### src/rtl/fsr_pkg.sv
package fsr_pkg;
   localparam int STAT_W   = 8;
   localparam int NUM_ERR  = 4;
   localparam int POS_RDY  = 7;
   localparam int POS_SUSP = 6;
   localparam int POS_ERS  = 5;
   localparam int POS_PRG  = 4;
   localparam int POS_VPP  = 3;
   localparam int POS_RSV2 = 2;
   localparam int POS_LCK  = 1;
   localparam int POS_RSV0 = 0;

   // flag vector order: [3]=erase [2]=program [1]=supply [0]=locked
   localparam int FI_ERS = 3;
   localparam int FI_PRG = 2;
   localparam int FI_VPP = 1;
   localparam int FI_LCK = 0;

   typedef logic [STAT_W-1:0]  stat_t;
   typedef logic [NUM_ERR-1:0] flags_t;

   function automatic stat_t build_status(input logic rdy, input logic susp,
                                          input flags_t f);
      stat_t s;
      s           = '0;
      s[POS_RDY]  = rdy;
      s[POS_SUSP] = susp;
      s[POS_ERS]  = f[FI_ERS];
      s[POS_PRG]  = f[FI_PRG];
      s[POS_VPP]  = f[FI_VPP];
      s[POS_LCK]  = f[FI_LCK];
      s[POS_RSV2] = 1'b0;
      s[POS_RSV0] = 1'b0;
      return s;
   endfunction
endpackage

### src/rtl/fsr_sticky_flags.sv
module fsr_sticky_flags #(
   parameter int N_FLAGS = 4
) (
   input  logic               clk,
   input  logic               rst_n,
   input  logic [N_FLAGS-1:0] set_p,
   input  logic               clr_ok,
   output logic [N_FLAGS-1:0] flags
);
   generate
      if (N_FLAGS < 1) begin : g_bad_n
         $error("fsr_sticky_flags: N_FLAGS must be at least 1");
      end
      for (genvar i = 0; i < N_FLAGS; i++) begin : g_flag
         always_ff @(posedge clk) begin
            if (!rst_n)          flags[i] <= 1'b0;
            else if (set_p[i])   flags[i] <= 1'b1;   // set beats clear
            else if (clr_ok)     flags[i] <= 1'b0;
         end
      end
   endgenerate
endmodule

### src/rtl/fsr_read_latch.sv
module fsr_read_latch #(
   parameter int NUM_CE      = 3,
   parameter bit CE_EDGE_ARM = 1'b1,
   parameter int W           = 8
) (
   input  logic              clk,
   input  logic              rst_n,
   input  logic              oe_n,
   input  logic [NUM_CE-1:0] ce_n,
   input  logic [W-1:0]      live,
   output logic              dev_en,
   output logic              rd_q,
   output logic [W-1:0]      snap_q
);
   logic reading;
   logic armed_q;
   logic arm_next;
   logic capture;

   generate
      if (NUM_CE < 1) begin : g_bad_ce
         $error("fsr_read_latch: NUM_CE must be at least 1");
      end
      if (NUM_CE == 1) begin : g_one_ce
         assign dev_en = ~ce_n[0];
      end else begin : g_multi_ce
         assign dev_en = ~(|ce_n);
      end
      if (CE_EDGE_ARM) begin : g_arm_any
         // re-armed by output-enable release or by deselect
         assign arm_next = ~reading;
      end else begin : g_arm_oe
         // re-armed only by output-enable release
         assign arm_next = oe_n;
      end
   endgenerate

   assign reading = dev_en & ~oe_n;
   assign capture = reading & armed_q;

   always_ff @(posedge clk) begin
      if (!rst_n) begin
         armed_q <= 1'b1;
         rd_q    <= 1'b0;
         snap_q  <= '0;
      end else begin
         armed_q <= arm_next;
         rd_q    <= reading;
         if (capture) snap_q <= live;
      end
   end
endmodule

### src/rtl/fsr_drive_mask.sv
module fsr_drive_mask #(
   parameter int W       = 8,
   parameter int RDY_POS = 7
) (
   input  logic         rd_q,
   input  logic [W-1:0] snap_q,
   output logic [W-1:0] stat_q,
   output logic [W-1:0] stat_oe
);
   localparam logic [W-1:0] ALL_ON  = {W{1'b1}};
   localparam logic [W-1:0] RDY_ONE = W'(1) << RDY_POS;

   generate
      if (RDY_POS >= W) begin : g_bad_pos
         $error("fsr_drive_mask: RDY_POS outside the status width");
      end
   endgenerate

   always_comb begin
      if (!rd_q)                stat_oe = '0;
      else if (snap_q[RDY_POS]) stat_oe = ALL_ON;
      else                      stat_oe = RDY_ONE;
      stat_q = snap_q & stat_oe;
   end
endmodule

### src/rtl/fsr_status_unit.sv
module fsr_status_unit
   import fsr_pkg::*;
#(
   parameter int NUM_CE          = 3,
   parameter bit CE_EDGE_ARM     = 1'b1,
   parameter bit CLR_IN_SUSPEND  = 1'b1
) (
   input  logic              clk,
   input  logic              rst_n,
   input  logic              eng_ready,
   input  logic              eng_suspended,
   input  logic              err_erase_p,
   input  logic              err_prog_p,
   input  logic              err_vpp_p,
   input  logic              err_lock_p,
   input  logic              clr_stb,
   input  logic              oe_n,
   input  logic [NUM_CE-1:0] ce_n,
   output logic [7:0]        stat_q,
   output logic [7:0]        stat_oe
);
   generate
      if (STAT_W != 8) begin : g_bad_w
         $error("fsr_status_unit: status width must be 8");
      end
   endgenerate

   flags_t err_pulse;
   flags_t err_flags;
   logic   clr_ok;
   stat_t  live;
   stat_t  snap_q;
   logic   rd_q;
   logic   dev_en;

   assign err_pulse[FI_ERS] = err_erase_p;
   assign err_pulse[FI_PRG] = err_prog_p;
   assign err_pulse[FI_VPP] = err_vpp_p;
   assign err_pulse[FI_LCK] = err_lock_p;

   generate
      if (CLR_IN_SUSPEND) begin : g_clr_susp
         assign clr_ok = clr_stb & (eng_ready | eng_suspended);
      end else begin : g_clr_idle
         assign clr_ok = clr_stb & eng_ready;
      end
   endgenerate

   fsr_sticky_flags #(.N_FLAGS(NUM_ERR)) u_flags (
      .clk    (clk),
      .rst_n  (rst_n),
      .set_p  (err_pulse),
      .clr_ok (clr_ok),
      .flags  (err_flags)
   );

   assign live = build_status(eng_ready, eng_suspended, err_flags);

   fsr_read_latch #(.NUM_CE(NUM_CE), .CE_EDGE_ARM(CE_EDGE_ARM), .W(STAT_W)) u_latch (
      .clk    (clk),
      .rst_n  (rst_n),
      .oe_n   (oe_n),
      .ce_n   (ce_n),
      .live   (live),
      .dev_en (dev_en),
      .rd_q   (rd_q),
      .snap_q (snap_q)
   );

   fsr_drive_mask #(.W(STAT_W), .RDY_POS(POS_RDY)) u_mask (
      .rd_q    (rd_q),
      .snap_q  (snap_q),
      .stat_q  (stat_q),
      .stat_oe (stat_oe)
   );
endmodule


### config.mk
export PLATFORM = sky130hd
export DESIGN_NAME = fsr_status_unit
export DESIGN_NICKNAME = d
export VERILOG_FILES = /design/src/rtl/fsr_pkg.sv /design/src/rtl/fsr_sticky_flags.sv /design/src/rtl/fsr_read_latch.sv /design/src/rtl/fsr_drive_mask.sv /design/src/rtl/fsr_status_unit.sv
export SDC_FILE = /design/constraint.sdc
export NUM_CORES = 1
export LEC_CHECK = 0
export BUFFER_PORTS_ARGS = -buffer_cell sky130_fd_sc_hd__buf_2
export CAP_MARGIN = 40
export CELL_PAD_IN_SITES_DETAIL_PLACEMENT = 1
export CELL_PAD_IN_SITES_GLOBAL_PLACEMENT = 2
export CORE_ASPECT_RATIO = 0.9
export CORE_UTILIZATION = 23
export DETAILED_ROUTE_END_ITERATION = 6
export HOLD_SLACK_MARGIN = 0.06
export PLACE_DENSITY = 0.75
export SLEW_MARGIN = 0
export SYNTH_ARGS = -nofsm -noshare
export SYNTH_HDL_FRONTEND = slang
export SYNTH_HIERARCHICAL = 1
export SYNTH_SLANG_ARGS = --single-unit
### constraint.sdc
create_clock -name clk -period 1.3 [get_ports clk]
set_input_delay 0.065 -clock clk [delete_from_list [all_inputs] [get_ports clk]]
set_output_delay 0.065 -clock clk [all_outputs]
set_load 0.02 [all_outputs]
==> results summary <==
Counting cells, the worst reg-to-reg path comes to 3. The first routing iteration left 3 violations. Summed over all layers, the routed wires come to 1397 um. The register cell area after layout is about 280 um^2. Of the available clock period, the critical path in the final layout requires 0.9772.

The largest net degree at the start of global routing is 22. The accumulated negative setup slack is 0 ns. Once placement completed, the tool counted placed cells totaling about 120. The count of nets left with antenna violations after detail routing is 0. Summed over all cells, the static leakage comes to approximately 0.00043 uW. The starting utilization of the core area is 0.2529. The overall fraction of global-route tracks in use is 0.09995. The final estimated routing congestion in global placement came out at 0.6446.

The initial antenna violation count is 0. The largest voltage drop on the vdd net is between 0.7 and 0.8 mV. The number of hold-slack violations in the final timing report is 0. The TritonCTS buffer count is 3.

Clock skew on the completed layout was measured at 0.006669 ns. The number of post-CTS setup repair buffers is 0. The highest clock rate is 787.2 MHz. The remaining global-route overflow is 0.

The number of placement rows is 17. The max-slew violation total from the final report is 0. The critical path is of the in -> reg type.

The internal reg-to-reg setup slack is roughly 0.42 ns. On the critical path, the stage with the largest delay is an instance of sky130_fd_sc_hd__dlygate4sd3_1. The first-pass iteration count of the detailed router is 5.

The worst hold path belongs to the class in -> reg. The instance count of the mapped netlist is 71. In the layout the commonest cells are sky130_fd_sc_hd__buf_2 (28), sky130_fd_sc_hd__nand2_1 (17), sky130_fd_sc_hd__dfxtp_1 (12). Leaving out fill and tap cells, the most frequent cell in the layout is sky130_fd_sc_hd__buf_2. Measured along the y axis, the die boundary spans 52.26 um. The via count of the first global-routing pass was 541. For the worst setup path, the data required time is 1.50 ns. The endpoint identified for the worst register-to-register timing path is u_latch/snap_q[7]. The post-route DRC violation count came out at 3. The clock passes through at most 2 buffers. The detailed-route via count is 561. The number of buffers added to fix hold violations after cts came out at 7. The count of fill cells added during filler insertion is 319. Across the run, the number of max-cap violations was 0. In this run the mean area of a mapped cell was around 9.1 um^2. The startpoint class of the critical path is an input pin. In this run the power density over the cells is 974.0 mW/mm^2. The worst path in the final design needs a cycle of 1.270 ns, including I/O delays and setup. The later pin in the worst-skew pair is clocked with a latency of approximately 0.27 ns. The area inside the core boundary is 0.002552 mm^2.

The final non-filler cell total came out at 129. The signed area change from the synthesized netlist to the final layout is 33.14%. The repair_antennas step left the layout with diodes totalling 0. The net count of the finished layout is 115. The worst hold path terminates at u_latch/armed_q. The flow ran to the end, but the final reports show violations. The number of cells on the worst hold path came out at 3.

The delay contributed by the slowest stage of the critical path is 0.54 ns. The clock transition at the register clock pins on the worst setup and hold paths after CTS is 0.09 ns. The die area is 0.003023 mm^2. The per-cell routed wire length came out at 10.83 um. The final reports fail on DRC.

Counting every sink on the clock net gives 14. The wire length of the first global-routing pass came out at 2235 um. Setup repair after global routing left no endpoint under its margin. The horizontal die dimension came out at 57.85 um. The worst flop-to-flop path startpoint is u_latch/armed_q. The number of warning messages in the yosys log is 6. Dividing the detail-routed via count by the number of cells gives 4.349. The final-report setup violation count is 0. TritonCTS built the clock tree. The root cell of the clock tree is sky130_fd_sc_hd__clkbuf_4.

The biggest fanout along the worst timing path came out at 8. Detailed placement finished with a half-perimeter wire length of around 1000 um. The cell area after synthesis came out at 645.6 um^2. Data arrives at the worst endpoint at 1.47 ns. The element type at the critical path end is a flip-flop. Walking the worst path, the cells encountered are dlygate4sd3_1 > buf_2 > nor4_2 > and2_1 > buf_4 > mux2i_1. In this run the most critical hold path is launched from ce_n[1]. The share of final-layout standard cells stronger than drive strength 1 came out at 0.3663. The top-level I/O count is 29. The count of input and output buffers is 28. The area occupied by multi-input gates came out at 284.0 um^2.

In this design, the largest share of critical-path delay is due to buffers and inverters. Together, buffers and inverters on the worst path number 3. The count of H-tree levels built during CTS came out at 1.
[worst max path at each step]
stage	from	endpoint	slack, ns	cells past startpoint
3_3_place_gp	ce_n[1]	u_latch/snap_q[1]	0.26	5
2_1_floorplan	u_latch/snap_q[7]	stat_oe[1]	0.41	2
4_1_cts	u_latch/snap_q[7]	stat_oe[2]	0.04	2
5_1_grt	ce_n[2]	u_latch/snap_q[6]	0.0005	6
6_report	ce_n[2]	u_latch/snap_q[7]	0.03	6
3_5_place_dp	ce_n[1]	u_latch/snap_q[7]	0.20	5
[cell type report]
cell class / count / share of cell area
timing repair buffer: 36 / 0.2533
clock buffer: 4 / 0.04221
sequential: 14 / 0.3290
multi-input combinational: 46 / 0.3304
tap: 28 / 0.04076
inverter: 1 / 0.004367
[state kept, by name, indices dropped and copies added (netlist names)]
| register | cells |
|---|---|
| u_flags/flags | 4 |
| u_latch/armed_q | 1 |
| u_latch/rd_q | 1 |
| u_latch/snap_q | 8 |
[layer usage]
layer / vias up / global-route usage / share of wire
met3: 2 / 0.03951 / 0.063
met1: 257 / 0.1055 / 0.42
met2: 20 / 0.1801 / 0.51
met5: - / 0 / 0
li1: 282 / - / -
met4: 0 / 0.03571 / 0.0064
[stage by stage]
| stage | setup slack, ns | utilization | hold WS [ns] | area (um^2) | total power [uW] |
|---|---|---|---|---|---|
| 6_report | 0.02961 | 0.3368 | 0.01624 | 859.6 | 837.2 |
| 5_1_grt | 0.0004595 | 0.3368 | 0.009753 | 859.6 | 890.1 |
| 4_1_cts | 0.04076 | 0.3358 | 0.008392 | 857.1 | 852.1 |
| 3_5_place_dp | 0.2006 | 0.2941 | 0.2773 | 750.7 | 526.3 |
| 3_3_place_gp | 0.2572 | 0.2941 | 0.2715 | 750.7 | 524.1 |
| 2_1_floorplan | 0.4082 | - | 0.1794 | 649.4 | 498.9 |
[power breakdown]
| part | switching, uW | internal, uW |
|---|---|---|
| combinational | 34.6 | 46.2 |
| clock | 135 | 170 |
| sequential | 8.02 | 443 |
| total | 178 | 659 |
[worst register-to-register path: cells and delay by family, from the launching register on]
family	cells	cell delay [ns]
flip-flops	1	0.31
AND/OR/NAND/NOR	1	0.11
buffers and inverters	1	0.18
multiplexers	1	0.22
[what timing repair did]
item                                    CTS  global route
endpoints found under the setup margin    0             8
gates resized for setup                   0             2
endpoints found under the hold margin     8             2
(Power assumes the default switching activity.)
